--- src/rtl/fwd_pkg.sv ---
package fwd_pkg;
  localparam int DATA_W = 64;
  localparam int WORD_W = 32;
  localparam int HALF_W = 16;
  localparam int BYTE_W = 8;
  localparam int SKIND_W = 3;
  localparam int LKIND_W = 4;

  localparam logic [SKIND_W-1:0] ST_BYTE = 3'd0;
  localparam logic [SKIND_W-1:0] ST_HALF = 3'd1;
  localparam logic [SKIND_W-1:0] ST_WORD = 3'd2;
  localparam logic [SKIND_W-1:0] ST_PAIR = 3'd3;
  localparam logic [SKIND_W-1:0] ST_SFLT = 3'd4;
  localparam logic [SKIND_W-1:0] ST_DFLT = 3'd5;
  localparam logic [SKIND_W-1:0] ST_SETB = 3'd6;

  localparam logic [LKIND_W-1:0] LD_SBYTE = 4'd0;
  localparam logic [LKIND_W-1:0] LD_UBYTE = 4'd1;
  localparam logic [LKIND_W-1:0] LD_SHALF = 4'd2;
  localparam logic [LKIND_W-1:0] LD_UHALF = 4'd3;
  localparam logic [LKIND_W-1:0] LD_SWORD = 4'd4;
  localparam logic [LKIND_W-1:0] LD_UWORD = 4'd5;
  localparam logic [LKIND_W-1:0] LD_UWALT = 4'd6;
  localparam logic [LKIND_W-1:0] LD_PAIR  = 4'd7;
  localparam logic [LKIND_W-1:0] LD_SFLT  = 4'd8;
  localparam logic [LKIND_W-1:0] LD_DFLT  = 4'd9;

  typedef enum logic [1:0] {SZ_BYTE = 2'd0, SZ_HALF = 2'd1, SZ_WORD = 2'd2, SZ_DBL = 2'd3} size_e;
  typedef enum logic [1:0] {SRC_LOW, SRC_HIGH, SRC_FULL, SRC_ONES} src_e;

  typedef struct packed {
    logic  hit;
    size_e size;
    logic  signExt;
    src_e  src;
  } fwdCtrl_t;
endpackage

--- src/rtl/fwd_ctrl.sv ---
module fwd_ctrl
  import fwd_pkg::*;
(
  input  logic [SKIND_W-1:0] storeKind,
  input  logic [LKIND_W-1:0] loadKind,
  input  logic               loadAtUpper,
  output fwdCtrl_t           ctrl
);
  function automatic fwdCtrl_t mk(input size_e sz, input logic sx, input src_e s);
    fwdCtrl_t c;
    c.hit = 1'b1;
    c.size = sz;
    c.signExt = sx;
    c.src = s;
    return c;
  endfunction

  fwdCtrl_t aligned;

  always_comb begin
    aligned = '{hit: 1'b0, size: SZ_BYTE, signExt: 1'b0, src: SRC_LOW};
    case (storeKind)
      ST_BYTE: begin
        if (loadKind == LD_SBYTE) aligned = mk(SZ_BYTE, 1'b1, SRC_LOW);
        else if (loadKind == LD_UBYTE) aligned = mk(SZ_BYTE, 1'b0, SRC_LOW);
      end
      ST_HALF: begin
        if (loadKind == LD_SHALF) aligned = mk(SZ_HALF, 1'b1, SRC_LOW);
        else if (loadKind == LD_UHALF) aligned = mk(SZ_HALF, 1'b0, SRC_LOW);
      end
      ST_WORD: begin
        if (loadKind == LD_SWORD) aligned = mk(SZ_WORD, 1'b1, SRC_LOW);
        else if (loadKind == LD_UWORD || loadKind == LD_UWALT || loadKind == LD_SFLT)
          aligned = mk(SZ_WORD, 1'b0, SRC_LOW);
      end
      ST_PAIR: begin
        if (loadKind == LD_PAIR) aligned = mk(SZ_DBL, 1'b0, SRC_FULL);
      end
      ST_SFLT: begin
        if (loadKind == LD_SWORD) aligned = mk(SZ_WORD, 1'b1, SRC_LOW);
        else if (loadKind == LD_UWORD || loadKind == LD_SFLT) aligned = mk(SZ_WORD, 1'b0, SRC_LOW);
      end
      ST_DFLT: begin
        if (loadKind == LD_DFLT) aligned = mk(SZ_DBL, 1'b0, SRC_FULL);
        else if (loadKind == LD_UWORD) aligned = mk(SZ_WORD, 1'b0, SRC_HIGH);
      end
      ST_SETB: begin
        if (loadKind == LD_UBYTE) aligned = mk(SZ_BYTE, 1'b0, SRC_ONES);
      end
      default: ;
    endcase
  end

  // Offset 4 exists only for a word load from a double-float store; there
  // the second big-endian word is the lower half of the data.
  always_comb begin
    ctrl = aligned;
    if (loadAtUpper) begin
      if (storeKind == ST_DFLT && loadKind == LD_UWORD) ctrl.src = SRC_LOW;
      else ctrl = '{hit: 1'b0, size: SZ_BYTE, signExt: 1'b0, src: SRC_LOW};
    end
  end
endmodule

--- src/rtl/fwd_data.sv ---
module fwd_data
  import fwd_pkg::*;
(
  input  fwdCtrl_t          ctrl,
  input  logic [DATA_W-1:0] storeData,
  output logic [DATA_W-1:0] fwdData,
  output logic [1:0]        fwdSize
);
  localparam logic [DATA_W-1:0] SETB_VALUE = DATA_W'({BYTE_W{1'b1}});

  logic [WORD_W-1:0] wordSel;
  logic [DATA_W-1:0] extended;

  always_comb begin
    wordSel = (ctrl.src == SRC_HIGH) ? storeData[DATA_W-1:WORD_W] : storeData[WORD_W-1:0];
    case (ctrl.size)
      SZ_BYTE: extended = {{(DATA_W-BYTE_W){ctrl.signExt & wordSel[BYTE_W-1]}}, wordSel[BYTE_W-1:0]};
      SZ_HALF: extended = {{(DATA_W-HALF_W){ctrl.signExt & wordSel[HALF_W-1]}}, wordSel[HALF_W-1:0]};
      SZ_WORD: extended = {{(DATA_W-WORD_W){ctrl.signExt & wordSel[WORD_W-1]}}, wordSel};
      default: extended = storeData;
    endcase
  end

  always_comb begin
    if (!ctrl.hit) begin
      fwdData = '0;
      fwdSize = SZ_BYTE;
    end else begin
      fwdData = (ctrl.src == SRC_ONES) ? SETB_VALUE :
                (ctrl.src == SRC_FULL) ? storeData : extended;
      fwdSize = ctrl.size;
    end
  end
endmodule

--- src/rtl/fwd_match.sv ---
module fwd_match
  import fwd_pkg::*;
(
  input  logic [2:0]  storeKind,
  input  logic [3:0]  loadKind,
  input  logic        loadAtUpper,
  input  logic [63:0] storeData,
  output logic        fwdHit,
  output logic [63:0] fwdData,
  output logic [1:0]  fwdSize
);
  fwdCtrl_t ctrl;

  fwd_ctrl uCtrl (
    .storeKind(storeKind),
    .loadKind(loadKind),
    .loadAtUpper(loadAtUpper),
    .ctrl(ctrl)
  );

  fwd_data uData (
    .ctrl(ctrl),
    .storeData(storeData),
    .fwdData(fwdData),
    .fwdSize(fwdSize)
  );

  assign fwdHit = ctrl.hit;
endmodule

--- config.mk ---
export PLATFORM = sky130hd
export DESIGN_NAME = fwd_match
export DESIGN_NICKNAME = d
export VERILOG_FILES = /design/src/rtl/fwd_pkg.sv /design/src/rtl/fwd_ctrl.sv /design/src/rtl/fwd_data.sv /design/src/rtl/fwd_match.sv
export SDC_FILE = /design/constraint.sdc
export NUM_CORES = 1
export LEC_CHECK = 0
export BUFFER_PORTS_ARGS = -buffer_cell sky130_fd_sc_hd__clkbuf_2
export CORE_ASPECT_RATIO = 1.25
export CORE_UTILIZATION = 39
export DETAILED_ROUTE_END_ITERATION = 12
export PLACE_DENSITY = 0.92
export SYNTH_ARGS = -nofsm -noshare
export SYNTH_HDL_FRONTEND = slang
export SYNTH_SLANG_ARGS = --single-unit
--- constraint.sdc ---
create_clock -name vclk -period 2.77
set_clock_uncertainty 0.1 [all_clocks]
set_input_delay 0.277 -clock vclk [all_inputs]
set_output_delay 0.277 -clock vclk [all_outputs]
set_load 0.01 [all_outputs]
==> metrics.md, run 1 <==
| Metric | Value |
|---|---|
| Static Leak | `around 0.0014 uW` |
| Sequential area share after synthesis | `0%` |
| Routability cong. | `slightly above 0.9` |
| DR vias | `between 2k and 2.5k` |
| NetSw | `around 100 uW` |
| Seq. cell area | `0 um2` |
| Final hold slack | `between 0.7 and 0.8 ns` |
| Max cap viols | `0` |
| CP required | `about 2.4 ns` |
| Fin crit period | `approximately 2.6 ns` |
| Vias/cell | `around 5.6` |
| Largest net degree at the start of global routing | `31` |
| Ant diodes | `0` |
| Vias in the first global route | `2077` |
| Peak supply drop | `~0.065 mV` |
| Nets@finish | `roughly 450` |
| Violated checks | `DRC` |
| Netlist area before placement | `0.00150 mm2` |
| Final HPWL DP | `just over 5000 um` |
| Die width | `~57 um` |
| Placed Cells | `just over 400` |
| FFs & Latches | `0` |
| Comb pwr share | `between 90% and 100%` |
| I/O Buffers | `roughly 140` |
| Sequential power share | `0%` |
| Hold Buf Count CTS | `0` |
| Initial DRC Count | `182` |
| Row count | `24` |
| Total GRT Usage | `about 28%` |
| Hold Path Class | `in -> out` |
| Max stage delay on crit path | `0.48 ns` |
| Critical path fanouts, max | `7` |
| Worst-margin pin slew | `approximately 0.45 ns` |
| Clock share of power | `0%` |
| DIE AREA | `0.00410 mm2` |
| Post-synth top area share | `between 10% and 20%` |
| Area Overhead vs Synth | `51.8%` |
| Critical Path End | `fwdData[11]` |
| # DRC | `12` |
| Switch share | `between 50% and 60%` |
| Largest cells by area after synthesis | `nand2_1 18%, mux2i_1 10%, o21ai_2 7.0%` |
| Filler instances | `340` |
| Max-slew violations | `0` |
| Routed Antenna Nets | `0` |
| Fmax | `378 MHz` |
| Status | `finished, violations left` |
| Die H | `just over 70 um` |
| Slowest-stage cell, CP | `or3b_4` |
| Synthesized net count | `between 300 and 400` |
| CP most frequent cell | `clkbuf_2` |
| Mapped Cells | `241` |
| Final hold vios | `0` |
| First-pass GRT wire length | `approximately 9500 um` |
| CP endpoint kind | `primary output` |
| WL final | `between 6000 and 7000 um` |
| Ratio of cells with drive above 1 in the final layout | `approximately 52%` |
| RSZ-0062 raised after global routing | `false` |
| CP Launch Point | `loadKind[0]` |
| Top cell type by total area after synthesis | `nand2_1` |
| Avg Inst Size Synth | `slightly above 6 um2` |
| CP Class | `in -> out` |
| Starting Density | `42.0%` |
| Final Non-Filler Cells | `around 420` |
| Rel. slew slack | `between 70% and 80%` |
| YS warnings | `0` |
| Aggregate global routing overflow | `0` |
| Core outline area | `~0.0036 mm2` |
| Initial antenna violation count | `0` |
| CP cell instances | `clkbuf_2 -> or3b_4 -> nor4_4 -> o21ai_2 -> nor3_1 -> a21oi_2 -> buf_4 -> a32oi_1 -> clkbuf_2` |
| Final setup fails | `0` |
| Critical path startpoint category | `input pin` |
| Worst EP arrival | `2.27 ns` |
| Clock Buffer Count | `0` |
| Detailed Routing Iterations Pass 1 | `9` |
| WL per Instance | `between 15 and 20 um` |
| I/O pin cnt | `around 140` |
| Internal Dissipation | `about 80 uW` |
| Power Dens Cells | `79.6 mW/mm2` |
| Fin crit share | `between 90% and 100%` |
| Unique masters post-synth | `44` |
==> logic make-up (layout without fill, tap and decap cells) <==
| family | count (synthesis) | in the layout | synth area share [%] |
|---|---|---|---|
| simple gates | 124 | 124 | 41.3 |
| compound gates | 69 | 69 | 36.0 |
| xor+xnor | 1 | 1 | 0.583 |
| mux | 15 | 15 | 10.0 |
| buf+inv | 32 | 169 | 12.2 |
==> power by group through the flow <==
stage | Clock, uW | Sequential [uW] | Combinational [uW]
6_report | 0 | 0 | 181
5_1_grt | 0 | 0 | 197
4_1_cts | 0 | 0 | 177
3_5_place_dp | 0 | 0 | 176
3_3_place_gp | 0 | 0 | 172
2_1_floorplan | 0 | 0 | 87.0
==> stage by stage <==
stage	cell area, um2	power, uW	TNS [ns]	setup slack [ns]	util, %
CTS	2260	177	0	0.0124	63.1
global placement	2250	172	0	0.0577	62.9
floorplan	1500	87.0	0	0.502	-
global route	2280	197	0	0.0579	63.8
detailed placement	2250	176	-0.197	-0.0776	62.9
finish	2280	181	0	0.127	63.8
==> cells in the mapped netlist (3+ instances only) <==
library cell  instances
a21oi_1               4
a31oi_1               6
a32oi_1               9
buf_6                 8
clkbuf_1              9
inv_1                12
mux2i_1              15
nand2_1              71
nand2_2              11
nand4b_1              3
nor2_1               13
nor3_1                4
o21ai_0              16
o21ai_1               5
o21ai_2              12
o31a_1                4
or3_1                 3
==> worst max-delay path, delay by kind of cell <==
family          cells  cell delay, ns
buf+inv             3            0.51
compound gates      3            0.44
simple gates        3            1.03
==> timing repair <==
action	4_1_cts	5_1_grt
gates resized for setup	0	2
buffers inserted	1	2
endpoints found under the setup margin	7	21
pin swaps	1	1
==> metal layers <==
layer / track usage, % / part of all wire (%) / vias up
li1: - / - / 1136
met1: 31.7 / 36 / 1036
met2: 54.4 / 52 / 146
met3: 5.60 / 9.4 / 16
met4: 5.96 / 2.0 / 0
met5: 0 / 0 / -
==> layout by cell type (no fill, tap or decap), drive strengths merged <==
master / synthesis / routed
a32oi: 9 / 9
a31oi: 6 / 6
and3: 1 / 1
o21ai: 34 / 34
a22oi: 2 / 2
o31ai: 3 / 3
nand2b: 1 / 1
and4b: 1 / 1
nor3: 5 / 5
nand2: 82 / 82
xor2: 1 / 1
or2: 2 / 2
o21bai: 1 / 1
nor2: 13 / 13
or3: 3 / 3
nand3b: 2 / 2
a21oi: 5 / 5
and2: 1 / 1
nand4b: 3 / 3
inv: 12 / 12
or3b: 1 / 1
nor3b: 2 / 2
a211oi: 3 / 3
a31o: 1 / 1
buf: 11 / 18
mux2i: 15 / 15
nand4: 2 / 2
o22ai: 1 / 1
nor4: 3 / 3
nor2b: 2 / 2
o31a: 4 / 4
clkbuf: 9 / 139
==> worst min-delay path by stage <==
| stage | startpoint | end | slack [ns] | cells past startpoint |
|---|---|---|---|---|
| after global placement | storeData[8] | fwdData[8] | 0.74 | 4 |
| after global routing | storeData[13] | fwdData[13] | 0.76 | 4 |
| after detailed placement | storeData[13] | fwdData[13] | 0.74 | 4 |
| after CTS | storeData[13] | fwdData[13] | 0.74 | 4 |
| after floorplan | storeData[62] | fwdData[62] | 0.56 | 2 |
| final | storeData[13] | fwdData[13] | 0.74 | 4 |
==> final cells by class <==
type | count | area [um2] | area share [%]
inverter | 12 | 45.0 | 1.98
multi-input combinational | 209 | 1330 | 58.3
tap | 39 | 48.8 | 2.14
timing repair buffer | 157 | 856 | 37.6
(Power assumes the default switching activity.)
==> run 2, diff against run 1 <==
Settings changed: CORE_ASPECT_RATIO 1.25 to not set.
==> run 2 against run 1 <==
Effect of this change: the run now ends clean; sequential cell count unchanged; total power is 0.99% lower; via count shrank 1.5%; critical path depth stayed put; sequential share of layout area is the same; first-iteration DRC count decreased by 15%; cell area down 0.38%; maximum frequency shrank 0.26%; combinational power hardly changed.
==> metrics.md, run 2 (same netlist as run 1, synthesis figures left out) <==
| Metric | Value |
|---|---|
| Ant diodes | `0` |
| Critical path startpoint category | `input pin` |
| Detailed Routing Iterations Pass 1 | `4` |
| WL per Instance | `about 13 um` |
| Power Dens Cells | `79.1 mW/mm2` |
| CP endpoint kind | `primary output` |
| Status | `finished clean` |
| # DRC | `0` |
| Filler instances | `between 300 and 400` |
| WL final | `5610 um` |
| Final hold vios | `0` |
| Core outline area | `0.00369 mm2` |
| Utilization after layout | `61.5%` |
| Critical path's top delay family | `compound AO/OA/AOI/OAI gates` |
| Max stage delay on crit path | `0.54 ns` |
| RSZ-0062 raised after global routing | `false` |
| Fmax | `377 MHz` |
| Max cap viols | `0` |
| FFs & Latches | `0` |
| GRT busiest layer | `met2` |
| Met3 Resource Use GR | `1.96%` |
| Hold Path Class | `in -> out` |
| Hold Buf Count CTS | `0` |
| Starting Density | `40.7%` |
| DR vias | `around 2.3k` |
| Rel. slew slack | `roughly 73%` |
| CP Class | `in -> out` |
| Fin crit share | `95.7%` |
| I/O pin cnt | `between 100 and 150` |
| Setup TNS | `0 ns` |
| Clock share of power | `0%` |
| Largest net degree at the start of global routing | `31` |
| Internal Dissipation | `80.6 uW` |
| Die width | `64.0 um` |
| Vias/cell | `approximately 5.4` |
| Number of buffers and inverters on the critical path | `3` |
| Most common cell after layout, fill and taps aside | `clkbuf_2` |
| Max-slew violations | `0` |
| Hold path depth | `4` |
| I/O Buffers | `~140` |
| Routed Antenna Nets | `0` |
| Worst EP arrival | `between 2 and 2.5 ns` |
| Static Leak | `~0.0014 uW` |
| Sequential power share | `0%` |
| Initial antenna violation count | `0` |
| Switch share | `55.1%` |
| Vias in the first global route | `roughly 1.9k` |
| Row count | `22` |
| CP most frequent cell | `clkbuf_2` |
| Aggregate global routing overflow | `0` |
| Critical path fanouts, max | `13` |
| Initial DRC Count | `approximately 160` |
| Die H | `between 60 and 70 um` |
| Met1 usage | `31.1%` |
| Comb pwr share | `100.0%` |
| Hold Path Sink | `fwdData[14]` |
| Hold path startpoint | `storeData[14]` |
| Placed Cells | `between 400 and 500` |
| Worst-margin pin slew | `between 0.4 and 0.5 ns` |
| Multi-input gate area | `0.00133 mm2` |
| CP cell instances | `clkbuf_2 -> or3b_1 -> o31a_1 -> o21ai_2 -> o31ai_4 -> o21ai_4 -> buf_4 -> nand2_1 -> clkbuf_2` |
| Peak supply drop | `around 0.058 mV` |
| Final setup fails | `0` |
| Fin crit period | `2.65 ns` |
| Total GRT Usage | `roughly a quarter` |
| Seq. cell area | `0 um2` |
| Clock Buffer Count | `0` |
| CP required | `roughly 2.4 ns` |
| Routability cong. | `0.887` |
| Commonest cells after routing, fill and taps aside | `139 x clkbuf_2, 71 x nand2_1, 16 x o21ai_0, 16 x buf_4, 15 x mux2i_1` |
| First-pass GRT wire length | `slightly below 9000 um` |
| Final HPWL DP | `roughly 4500 um` |
| Slowest-stage cell, CP | `or3b_1` |
| GR Util met2 | `a little under half` |
| Area Overhead vs Synth | `51.2%` |
| Nets@finish | `between 400 and 500` |
| DIE AREA | `0.00410 mm2` |
| Final Non-Filler Cells | `around 430` |
| NetSw | `a little under 100 uW` |
| Ratio of cells with drive above 1 in the final layout | `51.5%` |
run 2: changes by cell type in the layout (fill, tap and decap cells not counted):
cell     delta
buf_12      -1
or3b_4      -1
nor3b_1     +1
a32oi_1     -1
nor3b_2     -1
a32oi_2     +1
or3b_1      +1
run 2: how the worst max path moves through the flow:
stage                      start     endpoint  slack, ns  depth (start not counted)
floorplan           storeKind[2]  fwdData[10]       0.50                          7
global placement     loadKind[1]  fwdData[10]       0.09                          8
detailed placement   loadKind[1]  fwdData[10]       0.06                          8
CTS                  loadKind[1]  fwdData[10]       0.05                          8
global route         loadKind[1]  fwdData[13]       0.01                          8
finish               loadKind[1]  fwdData[48]       0.12                          9
run 2: what timing repair did:
item | 4_1_cts | 5_1_grt
buffers inserted | 0 | 1
endpoints found under the setup margin | 0 | 6
resized for setup | 0 | 1
run 2: final cells by class:
class              count  area share (%)
well taps             48            2.65
multi-input cells    209            58.5
inverters             12            1.98
repair buffers       156            36.8
run 2: metrics by stage:
stage | area, um2 | power (uW) | setup slack (ns) | hold slack, ns
2_1_floorplan | 1500 | 87.0 | 0.502 | 0.562
3_3_place_gp | 2250 | 172 | 0.0910 | 0.743
3_5_place_dp | 2250 | 177 | 0.0559 | 0.747
4_1_cts | 2250 | 178 | 0.0481 | 0.751
5_1_grt | 2270 | 194 | 0.0108 | 0.761
6_report | 2270 | 180 | 0.120 | 0.745
run 2: per-layer routing:
| layer | vias up | share of wire, % | wire length, um |
|---|---|---|---|
| met5 | - | 0 | 0 |
| met4 | 0 | 0.91 | 51 |
| met3 | 8 | 5.8 | 324 |
| met2 | 94 | 51 | 2880 |
| met1 | 1069 | 42 | 2360 |
| li1 | 1127 | - | - |
run 2: power by group through the flow:
stage / sequential [uW] / combinational (uW) / clock (uW)
after CTS: 0 / 178 / 0
after global routing: 0 / 194 / 0
after floorplan: 0 / 87.0 / 0
after global placement: 0 / 172 / 0
final: 0 / 180 / 0
after detailed placement: 0 / 177 / 0
